<file path="src/rtl/dma_cmpl_irq.sv">
module dma_cmpl_irq #(
  parameter int NCODE    = 64,
  parameter int CODE_W   = $clog2(NCODE),
  parameter int OPT_W    = 32,
  parameter int IEN_POS  = 20,
  parameter int CODE_LSB = 12,
  parameter int CNT_W    = 8
) (
  input  logic              clk,
  input  logic              rst_n,
  input  logic              cmpl_vld,
  input  logic [OPT_W-1:0]  cmpl_opt,
  input  logic              reg_we,
  input  logic [1:0]        reg_op,
  input  logic [NCODE-1:0]  reg_wdata,
  output logic [NCODE-1:0]  pend_o,
  output logic [NCODE-1:0]  ien_o,
  output logic              irq_o,
  output logic [CODE_W-1:0] last_code_o,
  output logic [CNT_W-1:0]  ovf_cnt_o
);

  localparam logic [1:0] OP_PSET = 2'd0;
  localparam logic [1:0] OP_PCLR = 2'd1;
  localparam logic [1:0] OP_ESET = 2'd2;
  localparam logic [1:0] OP_ECLR = 2'd3;

  logic              hit;
  logic [CODE_W-1:0] code;
  logic [NCODE-1:0]  cmpl_vec, pset, pclr, eset, eclr;
  logic              dup;

  assign hit      = cmpl_vld & cmpl_opt[IEN_POS];
  assign code     = cmpl_opt[CODE_LSB +: CODE_W];
  assign cmpl_vec = hit ? (NCODE'(1) << code) : '0;

  assign pset = (reg_we && reg_op == OP_PSET) ? reg_wdata : '0;
  assign pclr = (reg_we && reg_op == OP_PCLR) ? reg_wdata : '0;
  assign eset = (reg_we && reg_op == OP_ESET) ? reg_wdata : '0;
  assign eclr = (reg_we && reg_op == OP_ECLR) ? reg_wdata : '0;

  assign dup = hit && pend_o[code] && !pclr[code];

  always_ff @(posedge clk) begin
    if (!rst_n) begin
      pend_o      <= '0;
      ien_o       <= '0;
      irq_o       <= 1'b0;
      last_code_o <= '0;
      ovf_cnt_o   <= '0;
    end else begin
      pend_o <= (pend_o & ~pclr) | pset | cmpl_vec;
      ien_o  <= (ien_o | eset) & ~eclr;
      irq_o  <= |(pend_o & ien_o);
      if (hit) last_code_o <= code;
      if (dup && ovf_cnt_o != '1) ovf_cnt_o <= ovf_cnt_o + 1'b1;
    end
  end

endmodule

</file>
<file path="config.mk">
export PLATFORM = sky130hd
export DESIGN_NAME = dma_cmpl_irq
export DESIGN_NICKNAME = d
export VERILOG_FILES = /design/src/rtl/dma_cmpl_irq.sv
export SDC_FILE = /design/constraint.sdc
export NUM_CORES = 1
export LEC_CHECK = 0
export BUFFER_PORTS_ARGS = -buffer_cell sky130_fd_sc_hd__buf_2
export CORE_MARGIN = 5
export CORE_UTILIZATION = 40
export DETAILED_ROUTE_END_ITERATION = 10
export PLACE_DENSITY = 0.66
export SYNTH_ARGS = -nofsm -noshare
export SYNTH_HDL_FRONTEND = slang
export SYNTH_SLANG_ARGS = --single-unit
</file>
<file path="constraint.sdc">
create_clock -name clk -period 2.92 [get_ports clk]
set_input_delay 0.146 -clock clk [delete_from_list [all_inputs] [get_ports clk]]
set_output_delay 0.146 -clock clk [all_outputs]
set_load 0.005 [all_outputs]
</file>
# Word-level counts from Yosys, hierarchy flattened
# Cells that the tools add are included.
[classes]
n_mux = 9
reduce_logical = 10
bitwise_logic = 9
magnitude_cmp = 1
shift = 1
addsub = 1
n_eq_ne = 4
[op_table]
columns = ["cell", "count"]
rows = [
  ["2-to-1 mux 64 bit", 5],
  ["bitwise AND 64 bit", 3],
  ["bitwise OR 64 bit", 3],
  ["NOT 64 bit", 2],
  ["OR reduction 64 bit", 1],
  ["<< shifter 1 x 6 -> 64 bit (first input constant)", 1],
  ["binary-select mux 1 bit (select 6 bit)", 2],
  ["adder 8 x 1 -> 8 bit (second input constant)", 1],
  ["inequality test 8 bit (second input constant)", 1],
  ["logical AND 1 bit", 7],
  ["less-than comparator 6 x 7 -> 1 bit (second input constant)", 1],
  ["equality test 2 bit (second input constant)", 2],
  ["equality test 2 x 1 -> 1 bit (second input constant)", 1],
  ["logical NOT 2 bit", 1],
  ["2-to-1 mux 1 bit", 2],
  ["bitwise AND 1 bit", 1],
  ["logical NOT 1 bit", 1],
]
[totals]
in_bits = 102
regBits = 143
output_inout_bits = 143

# Logic depth before layout (Yosys ltp)
# Gate-level depths: netlist of the first run.
[logic_depth]
depth_word = 8
mapped_depth = 10
depth_no_buf = 7

# Worst setup path after synthesis of the first run
# No wires, ideal clock.
[synth_path]
path_kind = "input-to-reg"
start = "input cmpl_opt[14]"
end = "register ovf_cnt_o[5]"
t_required_ns = 2.850
setup_ns = 0.070
arrival_time_ns = 2.044
path_slack_ns = 0.806
path_stages = 7
path_cell_list = "buf_2 > mux4_2 > mux2_2 > o211ai_1 > nand4_1 > or4_1 > a21oi_1"
[synth_via]
elab_chain_cells = 5
[synth_lines]
columns = ["element", "line", "text"]
rows = [
  ["from (decl)", "12", "input logic [OPT_W-1:0] cmpl_opt,"],
  ["binary-select mux 1 bit (select 6 bit)", "42", "assign dup = hit && pend_o[code] && !pclr[code];"],
  ["2-to-1 mux 1 bit (implied by the code)", "42", ""],
  ["logical AND 1 bit or logical NOT 1 bit (tied branches)", "42", ""],
  ["logical AND 1 bit *", "42", ""],
  ["logical AND 1 bit *", "56", "if (dup && ovf_cnt_o != '1) ovf_cnt_o <= ovf_cnt_o + 1'b1;"],
  ["to (signal assigned)", "56", ""],
  ["to (decl)", "20", "output logic [CNT_W-1:0] ovf_cnt_o"],
]
# Every way passes the cells marked *; elsewhere a longest branch is shown, timed or not. The select of a mux whose other input is x is not followed.
# A chain may end at the register's enable or synchronous reset.

# Final worst setup path of the first run
[layout_path]
start = "input reg_wdata[26]"
end = "register ovf_cnt_o[5]"
[layout_via]
elab_chain_cells = 6
[layout_lines]
columns = ["element", "line", "text"]
rows = [
  ["from (decl)", "15", "input logic [NCODE-1:0] reg_wdata,"],
  ["2-to-1 mux 64 bit", "38", "assign pclr = (reg_we && reg_op == OP_PCLR) ? reg_wdata : '0;"],
  ["binary-select mux 1 bit (select 6 bit)", "42", ""],
  ["2-to-1 mux 1 bit (implied by the code)", "42", ""],
  ["logical NOT 1 bit", "42", ""],
  ["logical AND 1 bit", "42", ""],
  ["logical AND 1 bit", "56", ""],
]
# No other way between the ends. The select of a mux whose other input is x is not followed.

==> results of run 1 <==
[routing by layer]
metal | GRT usage | vias to the layer above | wire length [um]
li1 | - | 3895 | -
met1 | 0.366 | 3975 | 12100
met2 | 0.458 | 582 | 14400
met3 | 0.101 | 99 | 4000
met4 | 0.125 | 0 | 1410
met5 | 0 | - | 0
[registers in the layout, indices dropped and copies added, names as in the netlist]
name         count
last_code_o      6
irq_o            1
ien_o           64
pend_o          64
ovf_cnt_o        8
[synth_stat cells, types with 5 or more instances]
cell type  number
o21ai_0         7
buf_2           6
nand4_1         5
buf_1           9
dfxtp_1       143
mux2i_1        16
nand3_1         8
a221oi_1       17
mux4_1          7
a21oi_1       139
clkbuf_1       42
a22o_1         16
and3_1          5
a22oi_1        63
mux4_2         18
inv_1           7
nor3_1          7
nor2_1        145
nand2_1       227
[power by group]
| part | switching (uW) | internal, uW | total, uW | leakage, uW |
|---|---|---|---|---|
| Combinational | 412 | 303 | 715 | 0.00273 |
| Sequential | 87.6 | 2020 | 2110 | 0.00116 |
| Clock | 870 | 1400 | 2270 | 0.000290 |
| Total | 1370 | 3720 | 5090 | 0.00418 |
[logic make-up after synthesis]
family	synth area share
AND/OR/NAND/NOR	0.232
flip-flops	0.388
AO/OA/AOI/OAI	0.230
adder cells (fa/ha/maj)	0.00170
multiplexers	0.106
buffers and inverters	0.0417
[final cells by class]
| class | count | share of cell area |
|---|---|---|
| clock buffers | 20 | 0.0474 |
| clock inverters | 10 | 0.0138 |
| inverters | 8 | 0.00330 |
| multi-input cells | 732 | 0.428 |
| flip-flops and latches | 143 | 0.291 |
| well taps | 229 | 0.0291 |
| repair buffers | 297 | 0.188 |
[final timing paths]
| path | startpoint | to | slack, ns | cells after the start |
|---|---|---|---|---|
| max | reg_wdata[26] | ovf_cnt_o[5] | 0.52 | 9 |
| min reg2reg | last_code_o[5] | last_code_o[5] | 0.46 | 2 |
| min | reg_wdata[28] | pend_o[28] | -0.0006 | 3 |
| max reg2reg | pend_o[31] | ovf_cnt_o[4] | 0.60 | 7 |
[worst max-delay path: stages]
cell and delay (ns):
dlygate4sd3_1 0.55, buf_2 0.17, mux4_2 0.46, o2111ai_1 0.19, o22ai_1 0.11, a32oi_2 0.28, nand4_1 0.26, or4_1 0.45
a21oi_1 0.15
[metrics by stage]
stage               instances  area [um^2]  power [uW]
floorplan                 946         7370        2470
global placement         1360         8760        2790
detailed placement       1360         8760        2800
CTS                      1439         9850        5090
global route             1439         9850        5270
finish                   1439         9850        5090
[repair_timing]
item / in CTS / in global routing
gates resized for setup: 0 / 0
setup endpoints to repair: 0 / 0
hold endpoints to repair: 49 / 0
hold buffers: 49 / 0
==> results.py, run 1 <==
metrics = {
    "power": {
        "leakage_uw": 0.00418,
        "power.density_mw_per_mm2": 517,
        "vdd_drop_max_mv": 0.440,
    },
    "floorplan": {
        "die_w_um": 146,
        "ios": 245,
        "core-area_mm2": 0.0181,
        "initial_core_util": 0.408,
        "dieHeight_um": 146,
        "fp-row-count": 49,
        "die_area_mm2": 0.0213,
    },
    "final_layout": {
        "layout_commonest_cell": "nand2_1",
        "layout.nets": 1302,
        "postLayoutCoreUtil": 0.545,
        "multi_input_area_mm2": 0.00421,
        "antenna_cells": 0,
        "fill_cells": 1688,
        "seqCellArea_mm2": 0.00286,
        "mostFrequentLayoutCells": "227 x nand2_1, 219 x buf_2, 145 x nor2_1",
        "synthToLayoutAreaGrowth_pct": 33.6,
        "drive_gt1_frac": 0.255,
    },
    "sta": {
        "setup_viol": 0,
        "finalMaxSlewViolations": 0,
        "fmaxAchievable_ghz": 0.416,
        "tightestPinTransition_ns": 0.807,
        "relSlewSlack": 0.458,
        "period_share": 0.823,
        "clock_skew_ns": 0.00744,
        "setup-tns-final_ns": 0,
        "hold_viol": 1,
        "layout_setup_ws_ns": 0.518,
        "min_period_ns": 2.40,
        "grt_setup_unrepaired": "no",
        "fin_hold_ws_ns": -0.000570,
    },
    "logic_synthesis": {
        "synthCells": 946,
        "netlist_area_mm2": 0.00737,
        "synth_top_area_cell": "dfxtp_1",
        "synth_edf_count": 0,
        "synth-main-ff-cell": "dfxtp_1",
        "ys_types": 52,
        "synth_nets": 1049,
        "ys_seq_area_frac": 0.388,
        "synth_top_area_frac": 0.388,
        "yosysWarnings": 0,
        "async_flop_share": 0,
        "ys_seq_elements": 143,
        "avgSynthCellArea_um2": 7.80,
        "synth_area_leaders": "dfxtp_1 39%, nand2_1 12%, a21oi_1 9.4%",
    },
    "worst_setup_path": {
        "cp-end-kind": "register",
        "critical_path_required_ns": 3.28,
        "worst_setup_path_start_kind": "input pin",
        "crit_arrival_ns": 2.77,
        "critical_path_class": "input pin to register",
        "crit_fanout": 6,
    },
    "clock_tree": {
        "clock_sinks": 143,
        "clock_latency_ns": 0.44,
        "cts_max_path_buffers": 2,
        "clockRootBuffer": "clkbuf_16",
        "htreeDepth": 4,
        "post_cts_buffers": 0,
        "cts_buffers": 17,
        "path_clk_slew_ns": 0.06,
        "cts_tree": "yes",
    },
    "grt": {
        "grt_max_degree": 68,
        "overflow": 0,
        "antenna_found_initial": 0,
        "grt_pass1_wl_um": 48400,
        "track_usage": 0.292,
        "grt_pass1_vias": 8170,
    },
    "outcome": {
        "violations": "negative hold slack",
        "status": "finished with violations",
    },
    "route": {
        "ant_nets": 0,
        "drcViolationCount": 0,
        "wl_per_cell_um": 22.2,
        "drt-initial-drc-count": 988,
        "first_pass_iters": 6,
        "routed_via_density": 5.94,
        "vias": 8551,
        "routed_wl_um": 32000,
    },
    "job": {
        "maxCapViolations": 0,
    },
    "placement": {
        "dp_hpwl_um": 23400,
        "dp_slack_ns": 0.248,
        "finalWeightedCongestion": 1.01,
        "io_buffers": 219,
    },
    "min_path": {
        "hold_class": "input pin to register",
    },
}
Power figures use the tool's default switching activity.
==> inputs of run 2 (changes only) <==
- PLACE_DENSITY: 0.66 -> 0.68
- clock period: 2.92 -> 2 ns (I/O delays scaled with it)
==> results.py, run 2 (synthesis gave the netlist of run 1 again) <==
metrics = {
    "sta": {
        "clock_skew_ns": 0.00867,
        "tightestPinTransition_ns": 1.18,
        "min_period_ns": 2.09,
        "period_share": 1.05,
        "relSlewSlack": 0.206,
        "hold_viol": 0,
        "fin_hold_ws_ns": 0.00635,
        "grt_setup_unrepaired": "yes",
        "layout_setup_ws_ns": -0.0915,
        "setup_viol": 4,
        "fmaxAchievable_ghz": 0.478,
        "finalMaxSlewViolations": 0,
    },
    "grt": {
        "antenna_found_initial": 0,
        "grt_pass1_vias": 8866,
        "grt_util_met2": 0.507,
        "met1_usage": 0.408,
        "busiest_layer": "met2",
        "grt_pass1_wl_um": 52200,
        "track_usage": 0.316,
        "met3_usage": 0.0775,
        "grt_max_degree": 79,
        "overflow": 0,
    },
    "job": {
        "maxCapViolations": 0,
    },
    "worst_setup_path": {
        "path_cells": "mux4_2 > mux2i_1 > mux2i_1 > o22ai_2 > o21a_4 > or4_4 > a21oi_2",
        "crit_fanout": 8,
        "slowest_stage": "or4_4",
        "r2r-end": "ovf_cnt_o[4]",
        "reg2reg_from": "pend_o[3]",
        "cp_num_buf_inv": 0,
        "critical_path_class": "register to register",
        "critical_path_required_ns": 2.38,
        "ff2ff_path_depth": 7,
        "crit_top_cell": "mux2i_1",
        "crit_path_max_incr_delay_ns": 0.52,
        "rrSetupSlack_ns": -0.09,
        "cp-end-kind": "register",
        "worst_setup_path_start_kind": "register",
        "crit_arrival_ns": 2.47,
        "crit_family": "multiplexers",
    },
    "route": {
        "drt-initial-drc-count": 1214,
        "drcViolationCount": 0,
        "ant_nets": 0,
        "wl_per_cell_um": 22.0,
        "first_pass_iters": 8,
        "routed_via_density": 5.80,
        "vias": 9137,
        "routed_wl_um": 34700,
    },
    "clock_tree": {
        "cts_buffers": 17,
        "clock_sinks": 143,
        "htreeDepth": 4,
        "clock_latency_ns": 0.44,
        "clockRootBuffer": "clkbuf_16",
        "cts_tree": "yes",
        "post_cts_buffers": 0,
        "path_clk_slew_ns": 0.07,
        "cts_max_path_buffers": 2,
    },
    "floorplan": {
        "dieHeight_um": 146,
        "core-area_mm2": 0.0181,
        "die_w_um": 146,
        "fp-row-count": 49,
        "initial_core_util": 0.408,
        "ios": 245,
        "die_area_mm2": 0.0213,
    },
    "outcome": {
        "violations": "negative setup slack",
        "status": "finished with violations",
    },
    "final_layout": {
        "mostFrequentLayoutCells": "227 x nand2_1, 217 x buf_2, 175 x buf_4",
        "synthToLayoutAreaGrowth_pct": 48.7,
        "layout.nets": 1436,
        "drive_gt1_frac": 0.359,
        "final_cells": 1574,
        "top_regs": "ien_o x64, pend_o x64, ovf_cnt_o x8",
        "layout_commonest_cell": "nand2_1",
    },
    "power": {
        "power.density_mw_per_mm2": 714,
        "totalPowerFinal_uw": 7830,
        "vdd_drop_max_mv": 0.639,
        "leakage_uw": 0.00491,
    },
    "min_path": {
        "hold_path_end": "ovf_cnt_o[7]",
        "hold_class": "input pin to register",
        "worstHoldStart": "rst_n",
        "whs_path_depth": 3,
    },
    "placement": {
        "dp_slack_ns": -0.490,
        "numPlacedInstances": 1515,
        "io_buffers": 219,
        "dp_hpwl_um": 26100,
        "finalWeightedCongestion": 0.978,
    },
}
## run 2: changes by cell type in the layout (fill, tap and decap cells not counted), sizes merged
cell,delta
buf,+154
clkbuf,-1
bufinv,+1
inv,+2
clkinv,-2
diode,+1
clkinvlp,+1
dlygate4sd3,-21
## run 2: cell type report
cell class,instances,area [um^2]
antenna,1,2.50
clock buffer,18,439
clock inverter,12,185
fill,1628,7120
inverter,8,32.5
multi-input combinational,732,4280
sequential,143,2870
tap,229,287
timing repair buffer,431,2860
## run 2: stage by stage
stage                     area [um^2]   util  TNS [ns]
after floorplan                  7380      -   -0.0664
after global placement           9960  0.551     -5.04
after CTS                       10900  0.602    -0.279
after detailed placement         9960  0.551     -5.37
after global routing            11000  0.606    -0.712
final                           11000  0.606    -0.232
## run 2: where the power goes
group	internal (uW)	switching, uW	leakage (uW)	total, uW
combinational	591	708	0.00345	1300
clock	2120	1370	0.000292	3490
sequential	2950	89.7	0.00117	3040
## run 2: worst register-to-register path, stage by stage, from the launching register on
cell	delay (ns)
dfxtp_1	0.37
mux4_2	0.26
mux2i_1	0.07
mux2i_1	0.33
o22ai_2	0.15
o21a_4	0.17
or4_4	0.52
a21oi_2	0.15
## run 2: routing by layer
layer,vias to the layer above,share of wire
met2,598,0.46
li1,4156,-
met3,109,0.10
met4,0,0.044
met5,-,0
met1,4274,0.40
## run 2: worst max path at each step
stage,startpoint,to,slack (ns),cells past startpoint
2_1_floorplan,cmpl_opt[14],ovf_cnt_o[5],-0.03,7
3_3_place_gp,cmpl_opt[13],ovf_cnt_o[4],-0.43,10
3_5_place_dp,cmpl_opt[13],ovf_cnt_o[5],-0.49,9
4_1_cts,pend_o[27],ovf_cnt_o[5],-0.09,7
5_1_grt,pend_o[27],ovf_cnt_o[4],-0.13,7
6_report,pend_o[3],ovf_cnt_o[4],-0.09,7
## run 2: timing repair
item	4_1_cts	5_1_grt
endpoints found under the setup margin	7	9
pin swaps	4	6
resized for setup	5	25
endpoints found under the hold margin	28	0
hold buffers	28	0
==> inputs of run 3 (changes only) <==
- CORE_UTILIZATION: 40 -> 46
- PLACE_DENSITY: 0.68 -> 0.77
- SLEW_MARGIN: default -> 10
==> results.py, run 3 (synthesis gave the netlist of run 1 again) <==
metrics = {
    "floorplan": {
        "ios": 245,
        "dieHeight_um": 137,
        "fp-row-count": 46,
        "die_w_um": 137,
        "die_area_mm2": 0.0187,
        "core-area_mm2": 0.0158,
        "initial_core_util": 0.466,
    },
    "sta": {
        "fin_hold_ws_ns": 0.0246,
        "setup-tns-final_ns": -0.306,
        "hold_viol": 0,
        "grt_setup_unrepaired": "yes",
        "tightestPinTransition_ns": 1.18,
        "setup_viol": 7,
        "min_period_ns": 2.07,
        "layout_setup_ws_ns": -0.0746,
        "relSlewSlack": 0.205,
        "finalMaxSlewViolations": 0,
        "clock_skew_ns": 0.00542,
        "fmaxAchievable_ghz": 0.482,
        "period_share": 1.04,
    },
    "power": {
        "vdd_drop_max_mv": 0.604,
        "totalPowerFinal_uw": 8060,
        "leakage_uw": 0.00482,
        "power.density_mw_per_mm2": 748,
    },
    "worst_setup_path": {
        "cp-end-kind": "register",
        "worst_setup_path_start_kind": "register",
        "reg2reg_from": "pend_o[27]",
        "critical_path_class": "register to register",
        "ff2ff_path_depth": 8,
        "critical_path_required_ns": 2.31,
        "rrSetupSlack_ns": -0.07,
        "crit_fanout": 6,
        "crit_arrival_ns": 2.38,
        "crit_path_end": "ovf_cnt_o[7]",
        "crit_start": "pend_o[27]",
        "r2r-end": "ovf_cnt_o[7]",
    },
    "route": {
        "wl_per_cell_um": 21.5,
        "ant_nets": 0,
        "routed_wl_um": 33200,
        "first_pass_iters": 6,
        "drt-initial-drc-count": 1240,
        "drcViolationCount": 0,
        "routed_via_density": 6.03,
        "vias": 9288,
    },
    "final_layout": {
        "drive_gt1_frac": 0.338,
        "top_regs": "ien_o x64, pend_o x64, ovf_cnt_o x8",
        "multi_input_area_mm2": 0.00424,
        "synthToLayoutAreaGrowth_pct": 46.0,
        "fill_cells": 1300,
        "postLayoutCoreUtil": 0.680,
        "mostFrequentLayoutCells": "227 x nand2_1, 218 x buf_2, 156 x buf_4",
        "antenna_cells": 0,
        "seqCellArea_mm2": 0.00287,
        "layout_commonest_cell": "nand2_1",
        "layout.nets": 1415,
    },
    "clock_tree": {
        "cts_max_path_buffers": 2,
        "cts_buffers": 17,
        "clock_latency_ns": 0.44,
        "clockRootBuffer": "clkbuf_16",
        "clock_sinks": 143,
        "cts_tree": "yes",
        "path_clk_slew_ns": 0.06,
        "htreeDepth": 4,
    },
    "job": {
        "maxCapViolations": 0,
    },
    "outcome": {
        "violations": "negative setup slack",
        "status": "finished with violations",
    },
    "grt": {
        "antenna_found_initial": 1,
        "grt_pass1_vias": 8919,
        "track_usage": 0.353,
        "grt_max_degree": 67,
        "grt_pass1_wl_um": 49800,
        "overflow": 0,
    },
    "placement": {
        "io_buffers": 219,
        "finalWeightedCongestion": 1.00,
        "dp_hpwl_um": 24400,
    },
    "min_path": {
        "hold_class": "input pin to register",
    },
}
-- run 3: where the power goes --
group | internal [uW] | total [uW] | leakage [uW] | switching, uW
Clock | 2470 | 3780 | 0.000326 | 1310
Combinational | 554 | 1240 | 0.00333 | 687
Sequential | 2950 | 3040 | 0.00116 | 88.1
-- run 3: worst min-delay path by stage --
stage,depth (start not counted),start,endpoint
floorplan,2,reg_wdata[27],pend_o[27]
global placement,3,reg_wdata[27],pend_o[27]
detailed placement,3,reg_wdata[27],pend_o[27]
CTS,3,rst_n,ovf_cnt_o[7]
global route,4,reg_wdata[31],ien_o[31]
finish,4,reg_wdata[37],ien_o[37]
-- run 3: repair_timing --
action                     CTS  global route
setup endpoints to repair    8             8
hold buffers                32             0
setup buffers                1             0
pin swaps                    4             2
gates resized for setup      6             4
hold endpoints to repair    32             0
-- run 3: cell type report --
class / count / share of cell area
clock buffer: 18 / 0.0399
clock inverter: 14 / 0.0245
inverter: 8 / 0.00302
multi-input combinational: 732 / 0.394
sequential: 143 / 0.266
tap: 216 / 0.0251
timing repair buffer: 410 / 0.247
-- run 3: per-stage QoR --
| stage | setup slack (ns) | cells | cell area [um^2] |
|---|---|---|---|
| 2_1_floorplan | -0.0333 | 946 | 7380 |
| 3_5_place_dp | -0.580 | 1476 | 9710 |
| 5_1_grt | -0.163 | 1541 | 10800 |
| 3_3_place_gp | -0.529 | 1476 | 9710 |
| 6_report | -0.0746 | 1541 | 10800 |
| 4_1_cts | -0.0655 | 1541 | 10800 |
-- run 3: critical path, cell delays in order, from the launching register on --
cell      delay [ns]
dfxtp_2         0.34
mux2i_1         0.07
mux4_2          0.47
nor4_2          0.17
o22ai_1         0.13
o21a_2          0.18
buf_4           0.17
o311ai_0        0.30
o41ai_1         0.12
-- run 3: metal layers --
metal	part of all wire	up-vias	GRT usage
li1	-	4104	-
met1	0.36	4302	0.434
met2	0.44	722	0.537
met3	0.13	160	0.107
met4	0.066	0	0.227
met5	0	-	0
